File: config.mk
export PLATFORM = sky130hd
export DESIGN_NAME = flow_sequencer
export DESIGN_NICKNAME = d
export VERILOG_FILES = /design/src/rtl/flow_seq_pkg.sv /design/src/rtl/flow_reg_decode.sv /design/src/rtl/flow_loop_unit.sv /design/src/rtl/flow_pc_unit.sv /design/src/rtl/flow_sequencer.sv
export SDC_FILE = /design/constraint.sdc
export NUM_CORES = 1
export LEC_CHECK = 0
export BUFFER_PORTS_ARGS = -buffer_cell sky130_fd_sc_hd__buf_2
export CAP_MARGIN = 20
export CORE_ASPECT_RATIO = 1.2
export CORE_MARGIN = 5
export CORE_UTILIZATION = 25
export CTS_BUF_LIST = sky130_fd_sc_hd__clkbuf_8
export CTS_CLUSTER_DIAMETER = 50
export CTS_CLUSTER_SIZE = 12
export DETAILED_ROUTE_END_ITERATION = 8
export MAX_ROUTING_LAYER = met4
export PLACE_DENSITY = 0.47
export SLEW_MARGIN = 10
export SYNTH_ARGS = -nofsm -noshare
export SYNTH_HDL_FRONTEND = slang
export SYNTH_SLANG_ARGS = --single-unit
File: constraint.sdc
create_clock -name clk -period 3.9 [get_ports clk]
set_clock_uncertainty 0.2 [all_clocks]
set_input_delay 0.78 -clock clk [delete_from_list [all_inputs] [get_ports clk]]
set_output_delay 0.78 -clock clk [all_outputs]
set_load 0.01 [all_outputs]
File: src/rtl/flow_seq_pkg.sv
package flow_seq_pkg;

    localparam int SEL_W = 3;

    // register index map of the read/write port
    typedef enum logic [SEL_W-1:0] {
        REG_IP   = 3'd0,
        REG_VEC  = 3'd1,
        REG_CNT0 = 3'd2
    } reg_code_e;

    // index of loop counter i (counters are consecutive from REG_CNT0)
    function automatic logic [SEL_W-1:0] cnt_code(input int idx);
        return SEL_W'(int'(REG_CNT0) + idx);
    endfunction

endpackage

File: src/rtl/flow_reg_decode.sv
module flow_reg_decode
    import flow_seq_pkg::*;
#(
    parameter int W      = 16,
    parameter int N_LOOP = 2
) (
    input  logic                       wr_i,
    input  logic [SEL_W-1:0]           sel_i,
    input  logic [W-1:0]               ip_i,
    input  logic [W-1:0]               vec_i,
    input  logic [N_LOOP-1:0][W-1:0]   cnt_i,
    output logic                       wr_ip_o,
    output logic                       wr_vec_o,
    output logic [N_LOOP-1:0]          wr_cnt_o,
    output logic [W-1:0]               rdata_o
);

    always_comb begin
        wr_ip_o  = wr_i && (sel_i == REG_IP);
        wr_vec_o = wr_i && (sel_i == REG_VEC);
        for (int i = 0; i < N_LOOP; i++) begin
            wr_cnt_o[i] = wr_i && (sel_i == cnt_code(i));
        end
    end

    // unmapped indices read as zero
    always_comb begin
        rdata_o = '0;
        if (sel_i == REG_IP)  rdata_o = ip_i;
        if (sel_i == REG_VEC) rdata_o = vec_i;
        for (int i = 0; i < N_LOOP; i++) begin
            if (sel_i == cnt_code(i)) rdata_o = cnt_i[i];
        end
    end

    always_comb begin
        assert ($countones({wr_ip_o, wr_vec_o, wr_cnt_o}) <= 1)
            else $error("AST_ONE_WRITE_TARGET");
    end

endmodule

File: src/rtl/flow_loop_unit.sv
module flow_loop_unit #(
    parameter int W = 16
) (
    input  logic         clk,
    input  logic         rst_n,
    input  logic         op_i,
    input  logic         wr_i,
    input  logic [W-1:0] wdata_i,
    output logic [W-1:0] cnt_o,
    output logic         taken_o
);

    localparam logic [W-1:0] ONE = W'(1);

    typedef struct packed {
        logic [W-1:0] cnt;
    } cnt_st_t;

    cnt_st_t      st_d, st_q;
    logic [W-1:0] dec_val;

    always_comb begin
        dec_val = st_q.cnt - ONE;
        st_d    = st_q;
        if (wr_i)      st_d.cnt = wdata_i;   // write wins over the loop op
        else if (op_i) st_d.cnt = dec_val;
        taken_o = op_i && (dec_val != '0);    // decrement first, then test
    end

    always_ff @(posedge clk or negedge rst_n) begin
        if (!rst_n) st_q <= '0;
        else        st_q <= st_d;
    end

    assign cnt_o = st_q.cnt;

    AST_CNT_DECREMENT: assert property (@(posedge clk) disable iff (!rst_n)
        (op_i && !wr_i) |=> (cnt_o == $past(cnt_o) - ONE));
    AST_CNT_WRITE_WINS: assert property (@(posedge clk) disable iff (!rst_n)
        wr_i |=> (cnt_o == $past(wdata_i)));
    AST_CNT_HOLD: assert property (@(posedge clk) disable iff (!rst_n)
        (!op_i && !wr_i) |=> $stable(cnt_o));

endmodule

File: src/rtl/flow_pc_unit.sv
module flow_pc_unit #(
    parameter int           W       = 16,
    parameter logic [W-1:0] IP_RST  = 16'h8000,
    parameter logic [W-1:0] VEC_RST = '0
) (
    input  logic         clk,
    input  logic         rst_n,
    input  logic         fetch_i,
    input  logic         irq_ack_i,
    input  logic         wr_ip_i,
    input  logic         wr_vec_i,
    input  logic [W-1:0] wdata_i,
    input  logic         loop_taken_i,
    input  logic [W-1:0] target_i,
    output logic [W-1:0] ip_o,
    output logic [W-1:0] vec_o,
    output logic         push_req_o,
    output logic [W-1:0] push_addr_o
);

    localparam logic [W-1:0] ONE = W'(1);

    typedef struct packed {
        logic [W-1:0] ip;
        logic [W-1:0] vec;
        logic         push;
        logic [W-1:0] ret;
    } pc_st_t;

    pc_st_t st_d, st_q;
    logic   do_call;

    always_comb begin
        do_call = irq_ack_i && !wr_ip_i;
        st_d    = st_q;
        st_d.push = 1'b0;
        // priority: direct write, call, taken loop branch, fetch
        if (wr_ip_i)           st_d.ip = wdata_i;
        else if (irq_ack_i)    st_d.ip = st_q.vec;
        else if (loop_taken_i) st_d.ip = target_i;
        else if (fetch_i)      st_d.ip = st_q.ip + ONE;
        if (do_call) begin
            st_d.push = 1'b1;
            st_d.ret  = st_q.ip;
        end
        if (wr_vec_i) st_d.vec = wdata_i;
    end

    always_ff @(posedge clk or negedge rst_n) begin
        if (!rst_n) begin
            st_q.ip   <= IP_RST;
            st_q.vec  <= VEC_RST;
            st_q.push <= 1'b0;
            st_q.ret  <= '0;
        end else begin
            st_q <= st_d;
        end
    end

    assign ip_o        = st_q.ip;
    assign vec_o       = st_q.vec;
    assign push_req_o  = st_q.push;
    assign push_addr_o = st_q.ret;

    AST_FETCH_STEP: assert property (@(posedge clk) disable iff (!rst_n)
        (fetch_i && !wr_ip_i && !irq_ack_i && !loop_taken_i)
            |=> (ip_o == $past(ip_o) + ONE));
    AST_WRITE_REDIRECT: assert property (@(posedge clk) disable iff (!rst_n)
        wr_ip_i |=> (ip_o == $past(wdata_i)));
    AST_IDLE_HOLD: assert property (@(posedge clk) disable iff (!rst_n)
        (!fetch_i && !wr_ip_i && !irq_ack_i && !loop_taken_i) |=> $stable(ip_o));
    AST_VEC_HOLD: assert property (@(posedge clk) disable iff (!rst_n)
        !wr_vec_i |=> $stable(vec_o));
    AST_CALL_TARGET: assert property (@(posedge clk) disable iff (!rst_n)
        (irq_ack_i && !wr_ip_i) |=> (ip_o == $past(vec_o)));
    AST_PUSH_RETURN: assert property (@(posedge clk) disable iff (!rst_n)
        (irq_ack_i && !wr_ip_i) |=> (push_req_o && push_addr_o == $past(ip_o)));
    AST_NO_STRAY_PUSH: assert property (@(posedge clk) disable iff (!rst_n)
        !(irq_ack_i && !wr_ip_i) |=> !push_req_o);

endmodule

File: src/rtl/flow_sequencer.sv
module flow_sequencer
    import flow_seq_pkg::*;
#(
    parameter int           W       = 16,
    parameter int           N_LOOP  = 2,
    parameter logic [W-1:0] IP_RST  = 16'h8000,
    parameter logic [W-1:0] VEC_RST = '0,
    localparam int          LSEL_W  = (N_LOOP > 1) ? $clog2(N_LOOP) : 1
) (
    input  logic              clk,
    input  logic              rst_n,
    input  logic              fetch_i,
    input  logic              irq_ack_i,
    input  logic              reg_wr_i,
    input  logic [SEL_W-1:0]  reg_sel_i,
    input  logic [W-1:0]      reg_wdata_i,
    output logic [W-1:0]      reg_rdata_o,
    input  logic              loop_en_i,
    input  logic [LSEL_W-1:0] loop_sel_i,
    input  logic [W-1:0]      loop_target_i,
    output logic [W-1:0]      ip_o,
    output logic              push_req_o,
    output logic [W-1:0]      push_addr_o
);

    logic                     wr_ip, wr_vec;
    logic [N_LOOP-1:0]        wr_cnt, cnt_op, cnt_taken;
    logic [N_LOOP-1:0][W-1:0] cnt_val;
    logic [W-1:0]             vec_val;
    logic                     loop_taken;

    flow_reg_decode #(.W(W), .N_LOOP(N_LOOP)) u_decode (
        .wr_i     (reg_wr_i),
        .sel_i    (reg_sel_i),
        .ip_i     (ip_o),
        .vec_i    (vec_val),
        .cnt_i    (cnt_val),
        .wr_ip_o  (wr_ip),
        .wr_vec_o (wr_vec),
        .wr_cnt_o (wr_cnt),
        .rdata_o  (reg_rdata_o)
    );

    for (genvar g = 0; g < N_LOOP; g++) begin : g_loop
        assign cnt_op[g] = loop_en_i && (loop_sel_i == LSEL_W'(g));
        flow_loop_unit #(.W(W)) u_cnt (
            .clk     (clk),
            .rst_n   (rst_n),
            .op_i    (cnt_op[g]),
            .wr_i    (wr_cnt[g]),
            .wdata_i (reg_wdata_i),
            .cnt_o   (cnt_val[g]),
            .taken_o (cnt_taken[g])
        );
    end

    assign loop_taken = |cnt_taken;

    flow_pc_unit #(.W(W), .IP_RST(IP_RST), .VEC_RST(VEC_RST)) u_pc (
        .clk          (clk),
        .rst_n        (rst_n),
        .fetch_i      (fetch_i),
        .irq_ack_i    (irq_ack_i),
        .wr_ip_i      (wr_ip),
        .wr_vec_i     (wr_vec),
        .wdata_i      (reg_wdata_i),
        .loop_taken_i (loop_taken),
        .target_i     (loop_target_i),
        .ip_o         (ip_o),
        .vec_o        (vec_val),
        .push_req_o   (push_req_o),
        .push_addr_o  (push_addr_o)
    );

    AST_LOOP_BRANCH: assert property (@(posedge clk) disable iff (!rst_n)
        (loop_taken && !wr_ip && !irq_ack_i) |=> (ip_o == $past(loop_target_i)));
    AST_SINGLE_LOOP_OP: assert property (@(posedge clk) disable iff (!rst_n)
        $onehot0(cnt_op));

endmodule

* Yosys cells after proc, flatten, opt, wreduce, memory -nomap -nowiden
Cells that the tools add are included.
** Operators by class
- Add/subtract/negate cells :: 3
- Eq/ne operators :: 3
- Multiplexer cells :: 13
- Bitwise gates (word level) :: 1
- Reduce and logical (&&, ||, !) cells :: 17
** Operators by type and width (count)
- $mux 16 :: 12
- $reduce_bool 16->1 :: 2
- $sub 16x1->16 const B :: 2
- $mux 17 :: 1
- $add 16x1->16 const B :: 1
- $logic_and 1x1->1 :: 9
- $eq 3x2->1 const B :: 2
- $reduce_bool 2->1 :: 2
- $reduce_bool 4->1 :: 1
- $eq 3x1->1 const B :: 1
- $logic_not 3->1 :: 1
- $reduce_or 2->1 :: 1
- $logic_not 1->1 :: 1
- $not 1->1 :: 1
** Word-level totals
- Bits in registers :: 81
- Bits of input ports :: 42
- Output and inout bits :: 49
- Logic and storage cells :: 43

* Logic depth before layout (Yosys ltp)
- Depth in word-level cells :: 7
- Depth in mapped cells :: 12
- Depth with buffers taken out :: 9

* Hierarchy
From an unflattened synthesis, not the netlist that was laid out.
** Unflattened totals
- Cell total of the unflattened synthesis :: 579
- Area total of the unflattened synthesis :: 5347.6 sq um
** By module, submodules not included
- flow_pc_unit :: times used 1, cells an instance 280, area each 2636.3 sq um, sequential area each 1227.4 sq um
- flow_loop_unit :: times used 2, cells an instance 117, area each 1033.5 sq um, sequential area each 400.4 sq um
- flow_reg_decode :: times used 1, cells an instance 62, area each 621.8 sq um, sequential area each 0.0 sq um
- flow_sequencer :: times used 1, cells an instance 3, area each 22.5 sq um, sequential area each 0.0 sq um

* Worst setup path before layout
Ideal clock, no wire load.
- Path type :: input to output
- Start point :: input port reg_sel_i[1]
- End point :: output port reg_rdata_o[9]
- Arrival time :: 2397 ps
- Data required time :: 2920 ps
- Setup slack :: 523 ps
- Stages :: 4
- Buffers on the path :: 2
- Cells stage by stage :: clkbuf_1 > buf_1 > mux4_2 > nor2b_1
** On the way
- Cells in the longest elaborated chain, start to end :: 5
- Elaborated cells on any way between the ends :: 8
- Those cells by class :: eq/ne (3); mux (4); reduce/logical (1)
** RTL lines
- from (decl) :: line flow_sequencer.sv:15 : input logic [SEL_W-1:0] reg_sel_i,
- $logic_not 3->1 :: line flow_reg_decode.sv:29 : if (sel_i == REG_IP) rdata_o = ip_i;
- $mux 16 :: line flow_reg_decode.sv:29
- $mux 16 :: line flow_reg_decode.sv:30 : if (sel_i == REG_VEC) rdata_o = vec_i;
- $mux 16 :: line flow_reg_decode.sv:32 : if (sel_i == cnt_code(i)) rdata_o = cnt_i[i];
- $mux 16 * :: line flow_reg_decode.sv:32
- to (decl) :: line flow_sequencer.sv:17 : output logic [W-1:0] reg_rdata_o,
Mark *: on every way between the ends. The rest lies on a longest branch, timed or not.

* Worst setup path in the final report
- Start point :: register g_loop[0].u_cnt.st_q, in the netlist g_loop[0].u_cnt.cnt_o[0]
- End point :: register u_pc.st_q, in the netlist u_pc.ip_o[6]
** On the way
- Cells in the longest elaborated chain, start to end :: 7
- Elaborated cells on any way between the ends :: 8
- Those cells by class :: add/sub (1); mux (3); reduce/logical (4)
** RTL lines
- from (decl) :: line flow_loop_unit.sv:19 : cnt_st_t st_d, st_q;
- from (signal assigned) :: line flow_loop_unit.sv:32 : else st_q <= st_d;
- $sub 16x1->16 * :: line flow_loop_unit.sv:23 : dec_val = st_q.cnt - ONE;
- $reduce_bool 16->1 * :: line flow_loop_unit.sv:27 : taken_o = op_i && (dec_val != '0);
- $logic_and 1x1->1 * :: line flow_loop_unit.sv:27
- $reduce_or 2->1 * :: line flow_sequencer.sv:57 : assign loop_taken = |cnt_taken;
- $mux 16 :: line flow_pc_unit.sv:40 : else if (loop_taken_i) st_d.ip = target_i;
- $mux 16 :: line flow_pc_unit.sv:39 : else if (irq_ack_i) st_d.ip = st_q.vec;
- $mux 16 :: line flow_pc_unit.sv:38 : if (wr_ip_i) st_d.ip = wdata_i;
- to (signal assigned) :: line flow_pc_unit.sv:56 : st_q <= st_d;
- to (decl) :: line flow_pc_unit.sv:30 : pc_st_t st_d, st_q;
Marks and branches as above.
A chain may end at the register's enable or synchronous reset.

==> flow_summary.toml <==
[final_layout]
layout-drive-gt1-share_pct = 28.4
final_cell_mix = "89 x buf_2, 80 x dfrtp_1, 53 x nor2_1"
layout_commonest_cell = "buf_2"
antenna_cells = 0
layout.nets = 677
nFillCells = 2276
syn_to_final_growth_pct = 16.7
fin_cells = 904

[drt]
drt_drc_violations_left = 0
drt-vias-per-instance = 5.01
drtIter0Drc = 325
totalWireLength_um = 18100
ant_nets = 0
dr.pass1.iters = 4
wl_per_cell_um = 20.0
vias = 4533

[setup_path]
endpoint_kind = "flop"
r2r.worst_path.cells = 10
critical-path-slowest-cell = "dfrtp_1"
crit_path_start_kind = "flop"
critical_path_class = "flop to flop"
path_cells = "inv_1, ha_1, nor2b_1, nand4b_1, a211o_2, a2111oi_4, a21o_2, buf_4, mux2i_1, o21ai_0"
max_stage_delay_ns = 0.47
critical_path_buf_inv_count = 2
crit_fanout = 28
cp_num_cells = 10
cp.arrival_ns = 3.36
crit_required_ns = 3.96
critPathTopFamily = "compound AO/OA/AOI/OAI gates"

[synthesis]
syn-instance-count = 554
synthArstFlopShare_pct = 100
syn_area_per_cell_um2 = 9.69
synth_warnings = 0
synth_seq_cells = 81
synthesis.area_um2 = 5370
yosysSeqAreaShare_pct = 37.8
ys.flop_type = "dfrtp_1"
ys_types = 69
synth_edf_count = 0
synth.net_count = 601

[placed_design]
port_buffers = 90
hpwl_um = 13600
place.gp.congestion = 0.865
dp.cells = 889

[sta]
hold_violations = 0
setup_violations = 0
rsz0062_at_grt = "false"
period_share_pct = 84.7
maxSlewHeadroom_pct = 28.5
finalSetupTns_ns = 0
fin_crit_ns = 3.30
report.final.slew_viol_count = 0
worstMarginPinSlew_ns = 1.07
fmax_mhz = 303

[floorplanning]
die_area_um2 = 24500
die_y_um = 171
core_area_um2 = 21000
start_util_pct = 25.5
die_w_um = 144
io_pins = 91
rows = 58

[cts]
htreeDepth = 3
postCtsSetupRepairBufs = 0
cts.sinks = 81
cts-root-buf = "clkbuf_8"
cts_made_buffers = 9
cts_tree = "yes"
clk_pin_slew_ns = 0.08
clkLatencyLatePin_ns = 0.38
ctsResizeCount = 0
ctsHoldBuffers = 0
ctsLongestPathBuffers = 2

[grt]
antenna_found_initial = 0
grt_remaining_overflow = 0
grt_max_degree = 67
grt_usage_pct = 15.3
grt_pass1_wl_um = 27800
grt_pass1_vias = 4667

[job]
max_cap_viol_count = 0

[power_and_ir_drop]
powerDensity_nw_per_um2 = 513
ir_drop_mv = 0.174
leakage_nw = 2.50

[outcome]
status = "finished clean"

[worst_hold_path]
hold_path.class = "flop to flop"
worstHoldPathCells = 2
==> Yosys cell counts (9+ instances only) <==
master / count / area [um2]
nand3_1: 10 / 50.1
mux2i_1: 12 / 120
clkbuf_1: 24 / 90.1
nor2b_1: 19 / 119
inv_1: 9 / 33.8
nand3b_1: 18 / 135
mux2_2: 30 / 338
a31oi_1: 15 / 93.8
a21oi_1: 24 / 120
and2_1: 10 / 62.6
dfrtp_1: 80 / 2000
nor3_1: 10 / 50.1
nor2_1: 53 / 199
xnor2_1: 31 / 272
mux4_2: 15 / 338
o21ai_0: 41 / 205
nand2_1: 40 / 150
==> worst reg2reg max path, cell delays in order, from the launching register on <==
cell and delay (ns):
dfrtp_1 0.47, inv_1 0.09, ha_1 0.20, nor2b_1 0.45
nand4b_1 0.16, a211o_2 0.35, a2111oi_4 0.39, a21o_2 0.18
buf_4 0.35, mux2i_1 0.26, o21ai_0 0.09
==> stage by stage <==
stage          hold slack (ns)  area [um2]  worst slack [ns]  util (%)  total power [mW]
2_1_floorplan            0.284        5370             0.523         -              2.16
3_3_place_gp             0.263        6070             0.622      28.9              2.56
3_5_place_dp             0.269        6070             0.638      28.9              2.59
4_1_cts                  0.288        6270             0.625      29.8              3.24
5_1_grt                  0.306        6270             0.368      29.8              3.43
6_report                 0.279        6270             0.598      29.8              3.21
==> cell families (layout without fill, tap and decap cells) <==
kind of cell	count (synthesis)	in the layout	synth area share, %
AO/OA/AOI/OAI	117	117	13.5
XOR/XNOR	39	39	6.36
adder cells (fa/ha/maj)	5	5	1.17
buffers and inverters	44	124	4.22
flip-flops	81	81	37.8
multiplexers	58	58	15.3
AND/OR/NAND/NOR	210	210	21.7
==> registers in the layout (all words and copies together) (netlist names) <==
| register | count |
|---|---|
| u_pc.vec_o | 16 |
| g_loop.u_cnt.cnt_o | 32 |
| u_pc.ip_o | 16 |
| u_pc.push_addr_o | 16 |
| u_pc.push_req_o | 1 |
==> report_power, final <==
group          internal, mW  switching, mW  total, mW
Sequential             1.06          0.391       1.45
Combinational         0.571          0.544       1.12
Clock                 0.323          0.320      0.643
Total                  1.96           1.26       3.21
==> final timing paths <==
path	endpoint	slack (ns)	from
max	u_pc.ip_o[6]$_DFFE_PN0P_	0.60	g_loop[0].u_cnt.cnt_o[0]$_DFFE_PN0P_
max in group asynchronous	g_loop[0].u_cnt.cnt_o[1]$_DFFE_PN0P_	2.47	rst_n
min reg2reg	u_pc.push_addr_o[13]$_DFFE_PN0P_	0.28	u_pc.push_addr_o[13]$_DFFE_PN0P_
min	u_pc.push_addr_o[13]$_DFFE_PN0P_	0.28	u_pc.push_addr_o[13]$_DFFE_PN0P_
min in group asynchronous	u_pc.ip_o[3]$_DFFE_PN0P_	0.32	rst_n
max reg2reg	u_pc.ip_o[6]$_DFFE_PN0P_	0.60	g_loop[0].u_cnt.cnt_o[0]$_DFFE_PN0P_
==> per-layer routing <==
layer | GRT usage (%) | wire length [um]
met5 | - | 0
met4 | 5.77 | 567
met3 | 3.13 | 749
met2 | 24.9 | 8920
met1 | 18.9 | 7840
==> area by class of cell <==
type                            instances  area, um2  share of cell area, %
Inverter                                9       33.8                  0.539
Sequential cell                        81       2030                   32.4
Clock inverter                          4       43.8                  0.699
Timing Repair Buffer                  100        528                   8.42
Clock buffer                           11        151                   2.42
Tap cell                              270        338                   5.39
Multi-Input combinational cell        429       3140                   50.2
Power figures use the tool's default switching activity.
